`src/rtl/dock_loop_pkg.sv`:
```
package dock_loop_pkg;
  typedef enum logic [1:0] {
    OP_MOVE  = 2'b00,
    OP_SHIFT = 2'b01,
    OP_SET   = 2'b10,
    OP_NONE  = 2'b11
  } op_e;

  typedef enum logic [1:0] {
    DST_OUTER = 2'b00,
    DST_INNER = 2'b01,
    DST_MISC  = 2'b10,
    DST_FLAG  = 2'b11
  } dst_e;

  typedef enum logic [1:0] {
    SRC_PAY  = 2'b00,
    SRC_DATA = 2'b01,
    SRC_ALT  = 2'b10,
    SRC_NONE = 2'b11
  } src_e;
endpackage

```
`src/rtl/odl_gate.sv`:
```
module odl_gate
  import dock_loop_pkg::*;
(
  input  logic [1:0] op_i,
  input  logic [1:0] dst_i,
  input  logic       os_i,
  input  logic       intr_i,
  input  logic       pred_i,
  input  logic       olc_pos_i,
  output logic       exec_en_o,
  output logic       torp_en_o,
  output logic       inner_o,
  output logic       recycle_o
);
  logic exempt;

  // one-shot outer-counter load bypasses the outer gate
  assign exempt    = (op_i == OP_SET) && (dst_i == DST_OUTER) && os_i;
  assign exec_en_o = pred_i && (exempt || olc_pos_i);
  assign torp_en_o = pred_i && intr_i && (os_i || olc_pos_i);
  assign inner_o   = (op_i == OP_MOVE);
  assign recycle_o = !os_i && olc_pos_i;
endmodule

```
`src/rtl/odl_ilc.sv`:
```
module odl_ilc #(
  parameter int CNT_W = 6
) (
  input  logic             clk_i,
  input  logic             rst_ni,
  input  logic             clr_i,
  input  logic             step_i,
  input  logic             load_i,
  input  logic             load_inf_i,
  input  logic [CNT_W-1:0] load_val_i,
  output logic [CNT_W-1:0] cnt_o,
  output logic             inf_o,
  output logic             last_o
);
  logic [CNT_W-1:0] cnt_q;
  logic             inf_q;

  always_ff @(posedge clk_i or negedge rst_ni) begin
    if (!rst_ni) begin
      cnt_q <= '0;
      inf_q <= 1'b0;
    end else if (clr_i) begin
      cnt_q <= '0;
      inf_q <= 1'b0;
    end else if (load_i) begin
      cnt_q <= load_inf_i ? '0 : load_val_i;
      inf_q <= load_inf_i;
    end else if (step_i && !inf_q && cnt_q != '0) begin
      cnt_q <= cnt_q - CNT_W'(1);
    end
  end

  assign cnt_o  = cnt_q;
  assign inf_o  = inf_q;
  assign last_o = !inf_q && (cnt_q == '0);

  p_inf_hold_r2: assert property (@(posedge clk_i) disable iff (!rst_ni)
    step_i && inf_q && !clr_i && !load_i |=> inf_q);
  p_step_dec_r1: assert property (@(posedge clk_i) disable iff (!rst_ni)
    step_i && !inf_q && (cnt_q != '0) && !clr_i && !load_i
      |=> cnt_q == $past(cnt_q) - CNT_W'(1));
endmodule

```
`src/rtl/odl_olc.sv`:
```
module odl_olc
  import dock_loop_pkg::*;
#(
  parameter int CNT_W = 6
) (
  input  logic             clk_i,
  input  logic             rst_ni,
  input  logic             clr_i,
  input  logic             load_i,
  input  logic [1:0]       sel_i,
  input  logic [CNT_W-1:0] payload_i,
  input  logic [CNT_W-1:0] data_i,
  output logic [CNT_W-1:0] cnt_o,
  output logic             pos_o,
  output logic             unseal_o
);
  logic [CNT_W-1:0] cnt_q, load_val, cnt_d;
  logic             wr, unseal_q;

  always_comb begin
    unique case (sel_i)
      SRC_PAY:  load_val = payload_i;
      SRC_DATA: load_val = data_i;
      SRC_ALT:  load_val = (cnt_q == '0) ? '0 : cnt_q - CNT_W'(1);
      default:  load_val = cnt_q;
    endcase
  end

  assign wr    = clr_i || load_i;
  assign cnt_d = clr_i ? '0 : load_val;

  always_ff @(posedge clk_i or negedge rst_ni) begin
    if (!rst_ni) begin
      cnt_q    <= '0;
      unseal_q <= 1'b0;
    end else begin
      if (wr) cnt_q <= cnt_d;
      unseal_q <= wr && (cnt_d == '0);
    end
  end

  assign cnt_o    = cnt_q;
  assign pos_o    = (cnt_q != '0);
  assign unseal_o = unseal_q;

  p_unseal_zero_r10: assert property (@(posedge clk_i) disable iff (!rst_ni)
    unseal_q |-> cnt_q == '0);
  p_dec_sat_r7: assert property (@(posedge clk_i) disable iff (!rst_ni)
    load_i && !clr_i && sel_i == SRC_ALT && cnt_q == '0 |=> cnt_q == '0);
endmodule

```
`src/rtl/dock_loop_ctrl.sv`:
```
module dock_loop_ctrl
  import dock_loop_pkg::*;
#(
  parameter int CNT_W = 6
) (
  input  logic             clk_i,
  input  logic             rst_ni,
  input  logic             od_valid_i,
  input  logic [1:0]       op_i,
  input  logic             os_i,
  input  logic             intr_i,
  input  logic             pred_i,
  input  logic [1:0]       set_src_i,
  input  logic [1:0]       set_dst_i,
  input  logic [CNT_W-1:0] payload_i,
  input  logic [CNT_W-1:0] data_i,
  input  logic             hatch_sealed_i,
  input  logic             torpedo_i,
  output logic             exec_o,
  output logic             requeue_o,
  output logic             retire_o,
  output logic             torp_ack_o,
  output logic             unseal_o,
  output logic [CNT_W-1:0] ilc_o,
  output logic             ilc_inf_o,
  output logic [CNT_W-1:0] olc_o
);
  logic olc_pos, exec_en, torp_en, inner, recycle, ilc_last;
  logic exec_done_q, req_done_q;
  logic torp_fire, exec_fire, exec_finish, req_fire, exec_part, req_part, retire;
  logic set_fire, olc_load, ilc_load;

  odl_gate u_gate (
    .op_i      (op_i),
    .dst_i     (set_dst_i),
    .os_i      (os_i),
    .intr_i    (intr_i),
    .pred_i    (pred_i),
    .olc_pos_i (olc_pos),
    .exec_en_o (exec_en),
    .torp_en_o (torp_en),
    .inner_o   (inner),
    .recycle_o (recycle)
  );

  assign torp_fire   = od_valid_i && torpedo_i && torp_en;
  assign exec_fire   = od_valid_i && !torp_fire && exec_en && !exec_done_q;
  assign exec_finish = exec_fire && (!inner || ilc_last);
  assign req_fire    = od_valid_i && !torp_fire && recycle && hatch_sealed_i && !req_done_q;
  assign exec_part   = exec_done_q || exec_finish || !exec_en;
  assign req_part    = req_done_q || req_fire || !recycle;
  assign retire      = od_valid_i && (torp_fire || (exec_part && req_part));

  assign set_fire = exec_fire && (op_i == OP_SET) && (set_src_i != SRC_NONE);
  assign olc_load = set_fire && (set_dst_i == DST_OUTER);
  assign ilc_load = set_fire && (set_dst_i == DST_INNER);

  always_ff @(posedge clk_i or negedge rst_ni) begin
    if (!rst_ni) begin
      exec_done_q <= 1'b0;
      req_done_q  <= 1'b0;
    end else if (retire) begin
      exec_done_q <= 1'b0;
      req_done_q  <= 1'b0;
    end else begin
      exec_done_q <= exec_done_q || exec_finish;
      req_done_q  <= req_done_q || req_fire;
    end
  end

  odl_ilc #(.CNT_W(CNT_W)) u_ilc (
    .clk_i      (clk_i),
    .rst_ni     (rst_ni),
    .clr_i      (torp_fire),
    .step_i     (exec_fire && inner),
    .load_i     (ilc_load),
    .load_inf_i (set_src_i == SRC_ALT),
    .load_val_i ((set_src_i == SRC_DATA) ? data_i : payload_i),
    .cnt_o      (ilc_o),
    .inf_o      (ilc_inf_o),
    .last_o     (ilc_last)
  );

  odl_olc #(.CNT_W(CNT_W)) u_olc (
    .clk_i     (clk_i),
    .rst_ni    (rst_ni),
    .clr_i     (torp_fire),
    .load_i    (olc_load),
    .sel_i     (set_src_i),
    .payload_i (payload_i),
    .data_i    (data_i),
    .cnt_o     (olc_o),
    .pos_o     (olc_pos),
    .unseal_o  (unseal_o)
  );

  assign exec_o     = exec_fire;
  assign requeue_o  = req_fire;
  assign retire_o   = retire;
  assign torp_ack_o = torp_fire;

  p_outer_gate_r4: assert property (@(posedge clk_i) disable iff (!rst_ni)
    exec_o && olc_o == '0 |-> op_i == OP_SET && set_dst_i == DST_OUTER && os_i);
  p_requeue_sealed_r5: assert property (@(posedge clk_i) disable iff (!rst_ni)
    requeue_o |-> hatch_sealed_i && !os_i && olc_o != '0);
  p_torp_clear_r9: assert property (@(posedge clk_i) disable iff (!rst_ni)
    torp_ack_o |=> olc_o == '0 && ilc_o == '0 && !ilc_inf_o);
  p_torp_excl_r9: assert property (@(posedge clk_i) disable iff (!rst_ni)
    torp_ack_o |-> !exec_o && !requeue_o && retire_o);
  p_no_pred_r3: assert property (@(posedge clk_i) disable iff (!rst_ni)
    !pred_i |-> !exec_o && !torp_ack_o);
  p_single_requeue_r5: assert property (@(posedge clk_i) disable iff (!rst_ni)
    requeue_o && !retire_o |=> !requeue_o);
endmodule

```
`config.mk`:
```
export PLATFORM = sky130hd
export DESIGN_NAME = dock_loop_ctrl
export DESIGN_NICKNAME = d
export VERILOG_FILES = /design/src/rtl/dock_loop_pkg.sv /design/src/rtl/odl_gate.sv /design/src/rtl/odl_ilc.sv /design/src/rtl/odl_olc.sv /design/src/rtl/dock_loop_ctrl.sv
export SDC_FILE = /design/constraint.sdc
export NUM_CORES = 1
export LEC_CHECK = 0
export BUFFER_PORTS_ARGS = -buffer_cell sky130_fd_sc_hd__buf_2
export CORE_MARGIN = 2
export CORE_UTILIZATION = 40
export DETAILED_ROUTE_END_ITERATION = 12
export PLACE_DENSITY_LB_ADDON = 0.05
export SLEW_MARGIN = 0
export SYNTH_ARGS = -nofsm -noshare
export SYNTH_HDL_FRONTEND = slang
export SYNTH_HIERARCHICAL = 1
export SYNTH_SLANG_ARGS = --single-unit
```
`constraint.sdc`:
```
create_clock -name clk_i -period 6.1 [get_ports clk_i]
set_input_delay 0.915 -clock clk_i [delete_from_list [all_inputs] [get_ports clk_i]]
set_output_delay 0.915 -clock clk_i [all_outputs]
set_load 0.1 [all_outputs]
```
Word level (Yosys, flattened, before mapping)
Index checks and enable logic that the tools add are counted.
Operators by class
  add/sub/neg operators: 2
  equal/unequal tests: 5
  mux-type cells: 12
  reduce and logical (&&, ||, !) cells: 53
Operators by type and width (count)
  $mux 6: 7
  $logic_and 1x1->1: 26
  $logic_not 6->1: 3
  $pmux 6 s3: 1
  $reduce_bool 6->1: 2
  $sub 6x1->6 const B: 2
  $logic_or 1x1->1: 9
  $logic_not 1->1: 8
  $logic_not 2->1: 3
  $eq 2x1->1 const B: 2
  $eq 2x2->1 const B: 2
  $mux 1: 4
  $reduce_bool 3->1: 1
  $ne 2x2->1 const B: 1
  $reduce_bool 2->1: 1
Storage, ports and cells
  bits in registers: 16
  input bits: 26
  output and inout bits: 18
  word-level logic and storage cells: 78

Longest topological paths before layout
Gate-level depths: netlist (run 1).
  depth in word-level cells: 15
  mapped depth: 14
  mapped depth without buffers: 13

Hierarchy
The synthesis (run 1) kept the hierarchy.
By module, submodules not included
  odl_olc: instances 1, cells each 83, area an instance 698.2 um^2
  odl_ilc: instances 1, cells each 53, area an instance 480.5 um^2
  dock_loop_ctrl: instances 1, cells each 35, area an instance 282.8 um^2
  odl_gate: instances 1, cells each 6, area an instance 42.5 um^2

Least setup slack after synthesis (run 1)
No wires, ideal clock.
  path type: register -> output
  start: reg u_olc.cnt_q[0] (netlist: u_olc/cnt_o[0])
  end: out retire_o
  data arrival time: 3.420 ns
  data required time: 5.185 ns
  setup slack: 1.765 ns
  stages on the path, launching flop included: 9
  buffers on the path: 0
  path through: dfrtp_1 > inv_1 > ha_1 > nor2b_1 > nand2_1 > o211a_1 > and3_2 > a2111o_1 > and2_1
Between the ends
  cells in the longest elaborated chain, start to end: 14
  elaborated cells on any way between the ends: 24
Ends and longest elaborated chain
  from (decl): line odl_olc.sv:17  | logic [CNT_W-1:0] cnt_q, load_val, cnt_d;
  from (signal assigned): line odl_olc.sv:37  | if (wr) cnt_q <= cnt_d;
  $reduce_bool 6->1 *: line odl_olc.sv:43  | assign pos_o = (cnt_q != '0);
  net olc_pos: line dock_loop_ctrl.sv:28  | logic olc_pos, exec_en, torp_en, inner, recycle, ilc_last;
  $logic_or 1x1->1 *: line odl_gate.sv:20  | assign torp_en_o = pred_i && intr_i && (os_i || olc_pos_i);
  $logic_and 1x1->1 *: line odl_gate.sv:20
  net torp_en: line dock_loop_ctrl.sv:28
  $logic_and 1x1->1 *: line dock_loop_ctrl.sv:46  | assign torp_fire = od_valid_i && torpedo_i && torp_en;
  net torp_ack_o: line dock_loop_ctrl.sv:22  | output logic torp_ack_o,
  $logic_not 1->1: line dock_loop_ctrl.sv:47, dock_loop_ctrl.sv:49
  $logic_and 1x1->1: line dock_loop_ctrl.sv:47, dock_loop_ctrl.sv:49
  $logic_and 1x1->1, on equally long branches (2 in a row): line dock_loop_ctrl.sv:47, dock_loop_ctrl.sv:49
  $logic_and 1x1->1, on equally long branches: line dock_loop_ctrl.sv:48, dock_loop_ctrl.sv:49
  $logic_or 1x1->1, on equally long branches (2 in a row): line dock_loop_ctrl.sv:50, dock_loop_ctrl.sv:51
  $logic_and 1x1->1: line dock_loop_ctrl.sv:52  | assign retire = od_valid_i && (torp_fire || (exec_part && req_part));
  $logic_or 1x1->1 *: line dock_loop_ctrl.sv:52
  $logic_and 1x1->1 *: line dock_loop_ctrl.sv:52
  to (decl): line dock_loop_ctrl.sv:21  | output logic retire_o,
Mark *: on every way through the listed nets, which the timed path passes. The rest lies on a longest branch.

Worst setup path after layout (run 1)
  start: reg u_olc.cnt_q[0] (netlist: u_olc/cnt_o[0])
  end: out retire_o
Between the ends
  cells in the longest elaborated chain, start to end: 14
  elaborated cells on any way between the ends: 24
Ends and longest elaborated chain (line)
  $reduce_bool 6->1 *: odl_olc.sv:43
  net olc_pos: dock_loop_ctrl.sv:28
  $logic_or 1x1->1 *: odl_gate.sv:20
  $logic_and 1x1->1 *: odl_gate.sv:20
  net torp_en: dock_loop_ctrl.sv:28
  $logic_and 1x1->1 *: dock_loop_ctrl.sv:46
  $logic_not 1->1: dock_loop_ctrl.sv:47, dock_loop_ctrl.sv:49
  $logic_and 1x1->1: dock_loop_ctrl.sv:47, dock_loop_ctrl.sv:49
  $logic_and 1x1->1, on equally long branches (2 in a row): dock_loop_ctrl.sv:47, dock_loop_ctrl.sv:49
  $logic_and 1x1->1, on equally long branches: dock_loop_ctrl.sv:48, dock_loop_ctrl.sv:49
  $logic_or 1x1->1, on equally long branches (2 in a row): dock_loop_ctrl.sv:50, dock_loop_ctrl.sv:51
  $logic_and 1x1->1: dock_loop_ctrl.sv:52
  $logic_or 1x1->1 *: dock_loop_ctrl.sv:52
  $logic_and 1x1->1 *: dock_loop_ctrl.sv:52
Marked as above.

==> qor.txt, run 1 <==
status - finished clean
Crit Reg-Reg Endpoint - u_ilc/cnt_o[1]
worst path cell trace - inv_1, ha_1, nor2b_1, nand2_1, o211a_1, and3_2, a2111o_1, and2_1, buf_2
DRC Markers - 0
starting density of the core - 0.4139
Post-CTS Setup Repair Bufs - 0
maxcap violations - 0
GRT overflow - 0
largest net degree at the start of global routing - 20
Crit-path slowest cell - dfrtp_1
gp weighted congestion - 0.8529
top post-synthesis cells by area - dfrtp_1, mux2_2, nor2_1, ha_1, nor2b_1
Post-Syn Instances - 177
CTS Root Buffer Type - clkbuf_8
CTS tree - built
switch share - 0.5845
Crit. path cell count - 9
worst-skew pair later-pin latency - 250 ps
Vias - 1552
Seq cells post-synth - 16
NetSw - 451.6 uW
die height - 65.32 um
Fin. Hold Viols - 0
Seq/Total Area, Yosys - 0.2662
Overall Power - 772.7 uW
type of the most critical hold path - flop to flop
die area - 4266 sq um
die width - 65.32 um
Detailed Routing Iterations Pass 1 - 4
register share of total power - 0.232
YS warnings - 6
post-synth top area share - 0.2662
reg2reg path depth - 11
Critical Path Start - u_olc/cnt_o[0]
CTS Sinks - 16
via-per-instance ratio - 5.857
Post-synth EDFFs - 0
hold slack final - 539.5 ps
cts repair resizes - 0
nets@finish - 248
Tcrit/Tclk final - 0.5992
Slew Viols, Final - 0
clk buf depth - 2
Clock Skews - 3.480 ps
Startpoint Class - flop
largest delay contributor family on the critical path - simple AND/OR/NAND/NOR gates
crit path time final - 3655 ps
share of layout cells above drive strength 1 - 0.3226
hpwl dp - 3.127 mm
final setup violating endpoints - 0
ys async rst share - 1.000
worst-path fanout max - 19
IO buf count - 43
Design Area, Final - 1797 sq um
CP Capture Point - retire_o
P_leak - 0.8495 nW
Syn Nets - 207
Post-CTS Hold Fix Bufs - 0
worst slew pin tran - 671.1 ps
Post-Syn Area per Cell - 8.497 sq um
sequential cell area - 400.4 sq um
Core Region - 3633 sq um
H-tree Lvls - 1
Worst-path clk slew - 60 ps
dominant cell type by area after synthesis - dfrtp_1
Worst EP arrival - 2740 ps
vias in the first global route - 1433
unrepaired setup endpoints after global routing - no
Setup CP Type - flop to output port
P&R area growth vs syn - 19.47%
Filler cells - 376
Synth Cell Area - 1504 sq um
Worst Setup End Kind - output port
fin util - 0.4945
footprint of the multi-input gates - 1017 sq um
initial drt markers - 136
CTS Buf Count - 3
Cell Area, Placed - 1742 sq um
Clk pwr share - 0.123
Internal - 321.1 uW
Routed WL - 4.055 mm
PwrDens - 430.1 nW/um^2
Wirelength per Cell - 15.30 um
Yosys cell types - 59
R2R Setup Slk - 3010 ps
sum of negative setup slack - 0 ps
first-pass GRT wire length - 6.824 mm
Total GRT Usage - 0.2032
peak supply drop - 0.0002903 V
Top Ports - 44
CP peak stage delay - 450 ps
Post-DRT Antenna Nets - 0
ANT cells - 0
crit path buf inv count - 2
Comb power frac - 0.645
Relative slew margins - 0.5516
Achievable Freq - 273.6 MHz
site row count - 22
reg-to-reg critical path startpoint - u_olc/cnt_o[0]
initial antenna violation count - 0
main flop type after synthesis - dfrtp_1
Req. time, crit path - 5180 ps
[cells in the mapped netlist (all sizes together), types with 4 or more instances]
cell / n
ha: 4
nor2b: 7
inv: 11
nor3b: 4
mux2: 9
a211oi: 4
dfrtp: 16
nand2: 10
nor2: 19
buf: 6
nand3: 7
nor3: 8
a21oi: 7
nand2b: 4
[area by class of cell]
cell class / instances / share of cell area
clock buffer: 4 / 0.03064
multi-input combinational: 142 / 0.5662
sequential: 16 / 0.2228
timing repair buffer: 44 / 0.1240
inverter: 11 / 0.02298
tap: 48 / 0.03343
[state kept, by name (all words and copies together) (netlist names)]
register,flops
u_ilc/inf_o,1
u_ilc/cnt_o,6
req_done_q,1
u_olc/unseal_o,1
u_olc/cnt_o,6
exec_done_q,1
[metrics by stage]
stage                     setup WS, ps  cells
after floorplan                   1765    177
after global placement            2767    261
after detailed placement          2734    261
after CTS                         2448    265
after global routing              2309    265
final                             2445    265
[worst min-delay path, cell delays in order, from the launching register on]
cell	delay, ps
dfrtp_1	370
a31oi_1	50
nor2_1	80
[how the worst min path moves through the flow]
stage | startpoint | to | slack (ps) | cells past startpoint
after global placement | exec_done_q | exec_done_q | 540 | 2
after global routing | exec_done_q | exec_done_q | 590 | 2
after CTS | exec_done_q | exec_done_q | 550 | 2
after floorplan | exec_done_q | exec_done_q | 490 | 2
final | exec_done_q | exec_done_q | 540 | 2
after detailed placement | exec_done_q | exec_done_q | 540 | 2
[per-layer routing]
| layer | wire, um | GRT usage | part of all wire | up-vias |
|---|---|---|---|---|
| met3 | 234 | 0.02568 | 0.058 | 6 |
| met2 | 1859 | 0.3214 | 0.46 | 53 |
| met4 | 42 | 0.06250 | 0.010 | 0 |
| li1 | - | - | - | 748 |
| met1 | 1918 | 0.2877 | 0.47 | 745 |
| met5 | 0 | 0 | 0 | - |
[cells by family after synthesis]
kind of cell | synth area share
buf+inv | 0.05740
mux | 0.07904
simple gates | 0.2904
xor+xnor | 0.01165
flops | 0.2662
fa+ha+maj | 0.03328
compound gates | 0.2621
[power groups by stage]
stage / logic [mW] / clock network [mW] / registers, mW
6_report: 0.499 / 0.0949 / 0.179
5_1_grt: 0.528 / 0.107 / 0.188
4_1_cts: 0.497 / 0.0999 / 0.179
3_5_place_dp: 0.494 / 0 / 0.181
3_3_place_gp: 0.495 / 0 / 0.179
2_1_floorplan: 0.230 / 0 / 0.358
[layout by cell type (no fill, tap or decap), drive strengths merged, types with 3 or more instances in the layout]
cell type | netlist | routed
mux2 | 9 | 9
and3b | 3 | 3
nor2b | 7 | 7
nand2b | 4 | 4
ha | 4 | 4
nor3 | 8 | 8
a21oi | 7 | 7
nor2 | 19 | 19
o22ai | 3 | 3
a211oi | 4 | 4
nand3 | 7 | 7
inv | 11 | 11
a21boi | 3 | 3
a32oi | 3 | 3
dfrtp | 16 | 16
clkbuf | 2 | 4
o21ai | 3 | 3
a31oi | 3 | 3
a221oi | 3 | 3
buf | 6 | 44
nor3b | 4 | 4
nand2 | 10 | 10
Note: power is estimated with default switching activity, not from simulation.
==> run 2: changes to the inputs <==
--- a/config.mk
+++ b/config.mk
@@ -5,6 +5,7 @@
 export SDC_FILE = /design/constraint.sdc
 export NUM_CORES = 1
 export LEC_CHECK = 0
+export ABC_AREA = 1
 export BUFFER_PORTS_ARGS = -buffer_cell sky130_fd_sc_hd__buf_2
 export CORE_MARGIN = 2
 export CORE_UTILIZATION = 40
==> constraint.sdc (replaced) <==
create_clock -name clk_i -period 3.8 [get_ports clk_i]
set_input_delay 0.57 -clock clk_i [delete_from_list [all_inputs] [get_ports clk_i]]
set_output_delay 0.57 -clock clk_i [all_outputs]
set_load 0.1 [all_outputs]
==> run 2 against run 1 <==
Against the previous run: sequential cell count unchanged; clock power decreased by 2.5%; die area decreased by 3.4%; combinational power increased by 4.2%; sequential power increased by 34%.
==> qor.txt, run 2 <==
status - finished clean (unchanged)
sum of negative setup slack - 0 ps (unchanged)
Post-synth EDFFs - 0 (unchanged)
PwrDens - 486.0 nW/um^2 (was 430.1 nW/um^2)
worst-path fanout max - 7 (was 19)
M3 GR Usage - 0.03169 (was 0.02568)
Relative slew margins - 0.4584 (was 0.5516)
commonest non-fill, non-tap cell in the layout - nand2_1 (was buf_2)
Fin. Hold Viols - 0 (unchanged)
die height - 64.19 um (was 65.32 um)
initial drt markers - 144 (was 136)
Synth Cell Area - 1449 sq um (was 1504 sq um)
die area - 4120 sq um (was 4266 sq um)
nets@finish - 300 (was 248)
Worst EP arrival - 2450 ps (was 2740 ps)
P_leak - 0.9256 nW (was 0.8495 nW)
peak supply drop - 0.0006586 V (was 0.0002903 V)
site row count - 21 (was 22)
Post-DRT Antenna Nets - 0 (unchanged)
Seq/Total Area, Yosys - 0.2763 (was 0.2662)
YS warnings - 6 (unchanged)
CTS tree - built (unchanged)
Post-CTS Hold Fix Bufs - 0 (unchanged)
placed cells - 311 (was 261)
P&R area growth vs syn - 21.07% (was 19.47%)
Startpoint Class - flop (unchanged)
Post-CTS Setup Repair Bufs - 0 (unchanged)
maxcap violations - 0 (unchanged)
initial antenna violation count - 0 (unchanged)
gp weighted congestion - 0.7994 (was 0.8529)
cts repair resizes - 0 (unchanged)
Achievable Freq - 331.0 MHz
Wirelength per Cell - 12.17 um (was 15.30 um)
dominant cell type by area after synthesis - dfrtp_1 (unchanged)
worst slew pin tran - 806.2 ps (was 671.1 ps)
H-tree Lvls - 1 (unchanged)
Top Ports - 44 (unchanged)
top post-synthesis cells by area - dfrtp_1, nand2_1, inv_1, nor2_1, nand3_1 (was dfrtp_1, mux2_2, nor2_1, ha_1, nor2b_1)
share of layout cells above drive strength 1 - 0.2948 (was 0.3226)
main flop type after synthesis - dfrtp_1 (unchanged)
Worst-path clk slew - 100 ps (was 60 ps)
Post-Syn Area per Cell - 6.527 sq um (was 8.497 sq um)
Worst Setup End Kind - output port (unchanged)
Filler cells - 374 (was 376)
starting density of the core - 0.4242 (was 0.4139)
clk buf depth - 2 (unchanged)
Routed WL - 3.821 mm (was 4.055 mm)
vias in the first global route - 1407 (was 1433)
Overall Power - 852.5 uW (was 772.7 uW)
fin util - 0.5136 (was 0.4945)
Setup CP Type - flop to output port (unchanged)
Layout Cells excl Fill - 314 (was 265)
Post-Syn Instances - 222 (was 177)
Total GRT Usage - 0.1950 (was 0.2032)
ANT cells - 0 (unchanged)
Core Region - 3416 sq um (was 3633 sq um)
GR Util met2 - 0.2747 (was 0.3214)
hpwl dp - 3.025 mm (was 3.127 mm)
crit path time final - 3021 ps
via-per-instance ratio - 5.032 (was 5.857)
largest net degree at the start of global routing - 17 (was 20)
Seq cells post-synth - 16 (unchanged)
top post-synthesis cells by count - nand2_1, inv_1, nor2_1 (was nor2_1, dfrtp_1, inv_1)
unrepaired setup endpoints after global routing - no (unchanged)
footprint of the multi-input gates - 937.1 sq um (was 1017 sq um)
DRC Markers - 0 (unchanged)
Req. time, crit path - 3230 ps (was 5180 ps)
post-synth top area share - 0.2763 (was 0.2662)
GRT overflow - 0 (unchanged)
Slew Viols, Final - 0 (unchanged)
Clock Skews - 3.773 ps (was 3.480 ps)
GR peak layer - met1 (was met2)
CTS Root Buffer Type - clkbuf_4 (was clkbuf_8)
most frequent cells in the layout - nand2_1, buf_2, inv_1, nor2_1, nand3_1 (was buf_2, nor2_1, dfrtp_1, inv_1, nand2_1)
first-pass GRT wire length - 6.382 mm (was 6.824 mm)
die width - 64.19 um (was 65.32 um)
min setup slack post-route - 779.1 ps (was 2445 ps)
sequential cell area - 400.4 sq um (unchanged)
Tcrit/Tclk final - 0.7950
worst-skew pair later-pin latency - 280 ps (was 250 ps)
IO buf count - 43 (unchanged)
Detailed Routing Iterations Pass 1 - 4 (unchanged)
final setup violating endpoints - 0 (unchanged)
Syn Nets - 252 (was 207)
type of the most critical hold path - primary input to async pin (was flop to flop)
GR met1 Demand/Resource - 0.3028 (was 0.2877)
CTS Sinks - 16 (unchanged)
ys async rst share - 1.000 (unchanged)
Yosys cell types - 27 (was 59)
CTS Buf Count - 3 (unchanged)
Setup WS pre-CTS - 826.5 ps (was 2734 ps)
Vias - 1580 (was 1552)
most common cell in the netlist - nand2_1 (was nor2_1)
[run 2: cell types whose count changed in the layout (fill, tap and decap cells not counted), sizes merged, moves of 4 or more]
cell    change
o21ai      +12
nand2b      -4
a211oi      -4
nor2       +14
a21oi      +12
nor2b       -7
nor3        -6
inv        +20
nand2      +54
nand3      +14
[run 2: where the power goes]
part           leakage, nW  internal, mW  total (mW)  switching [mW]
Clock               0.0138        0.0367      0.0925          0.0558
Sequential           0.216         0.201       0.240          0.0388
Combinational        0.696         0.123       0.520           0.397
Total                0.926         0.361       0.852           0.491
[run 2: cells by family after synthesis]
kind of cell | Yosys count | synth area share
DFF | 16 | 0.2763
muxes | 6 | 0.04663
adders and majority gates | 4 | 0.03454
xor gates and xnor gates | 1 | 0.006046
and+or+nand+nor | 126 | 0.4085
AOI/OAI and AO/OA | 37 | 0.1442
buffers and inverters | 32 | 0.08376
[run 2: routing by layer]
layer | routed length (um) | part of all wire
met1 | 2095 | 0.55
met2 | 1451 | 0.38
met3 | 230 | 0.060
met4 | 43 | 0.011
met5 | 0 | 0
[run 2: worst max-delay path, cell delays in order, from the launching register on]
cell	delay, ps
dfrtp_1	410
inv_1	190
ha_1	200
nand3_2	130
o211a_1	270
nand2_1	160
nand4_1	120
nand3_1	100
nand3_1	90
nand2_2	80
buf_2	420
[run 2: path summary, 6_finish.rpt]
check / cells after the start / start / endpoint / slack [ps]
setup / recovery: 10 / u_olc/cnt_o[0] / retire_o / 780
hold / removal: 1 / rst_ni / u_olc/cnt_o[3] / 200
setup reg to reg: 15 / u_olc/cnt_o[0] / u_ilc/cnt_o[2] / 830
hold reg to reg: 2 / u_ilc/cnt_o[0] / u_ilc/cnt_o[0] / 550
max in group asynchronous: 1 / rst_ni / u_ilc/cnt_o[2] / 3300
min in group clk_i: 2 / u_ilc/cnt_o[0] / u_ilc/cnt_o[0] / 550
[run 2: layout make-up]
cell class,instances,share of cell area
multi-input combinational,174,0.5342
timing repair buffer,43,0.1227
inverter,32,0.06919
clock buffer,3,0.01284
sequential,16,0.2282
tap,46,0.03281
[run 2: stage by stage]
step	instance area, sq um	hold slack (ps)
final	1754	201.7
after global routing	1754	207.8
after CTS	1754	205.8
after detailed placement	1732	521.6
after global placement	1732	522.0
after floorplan	1459	274.4
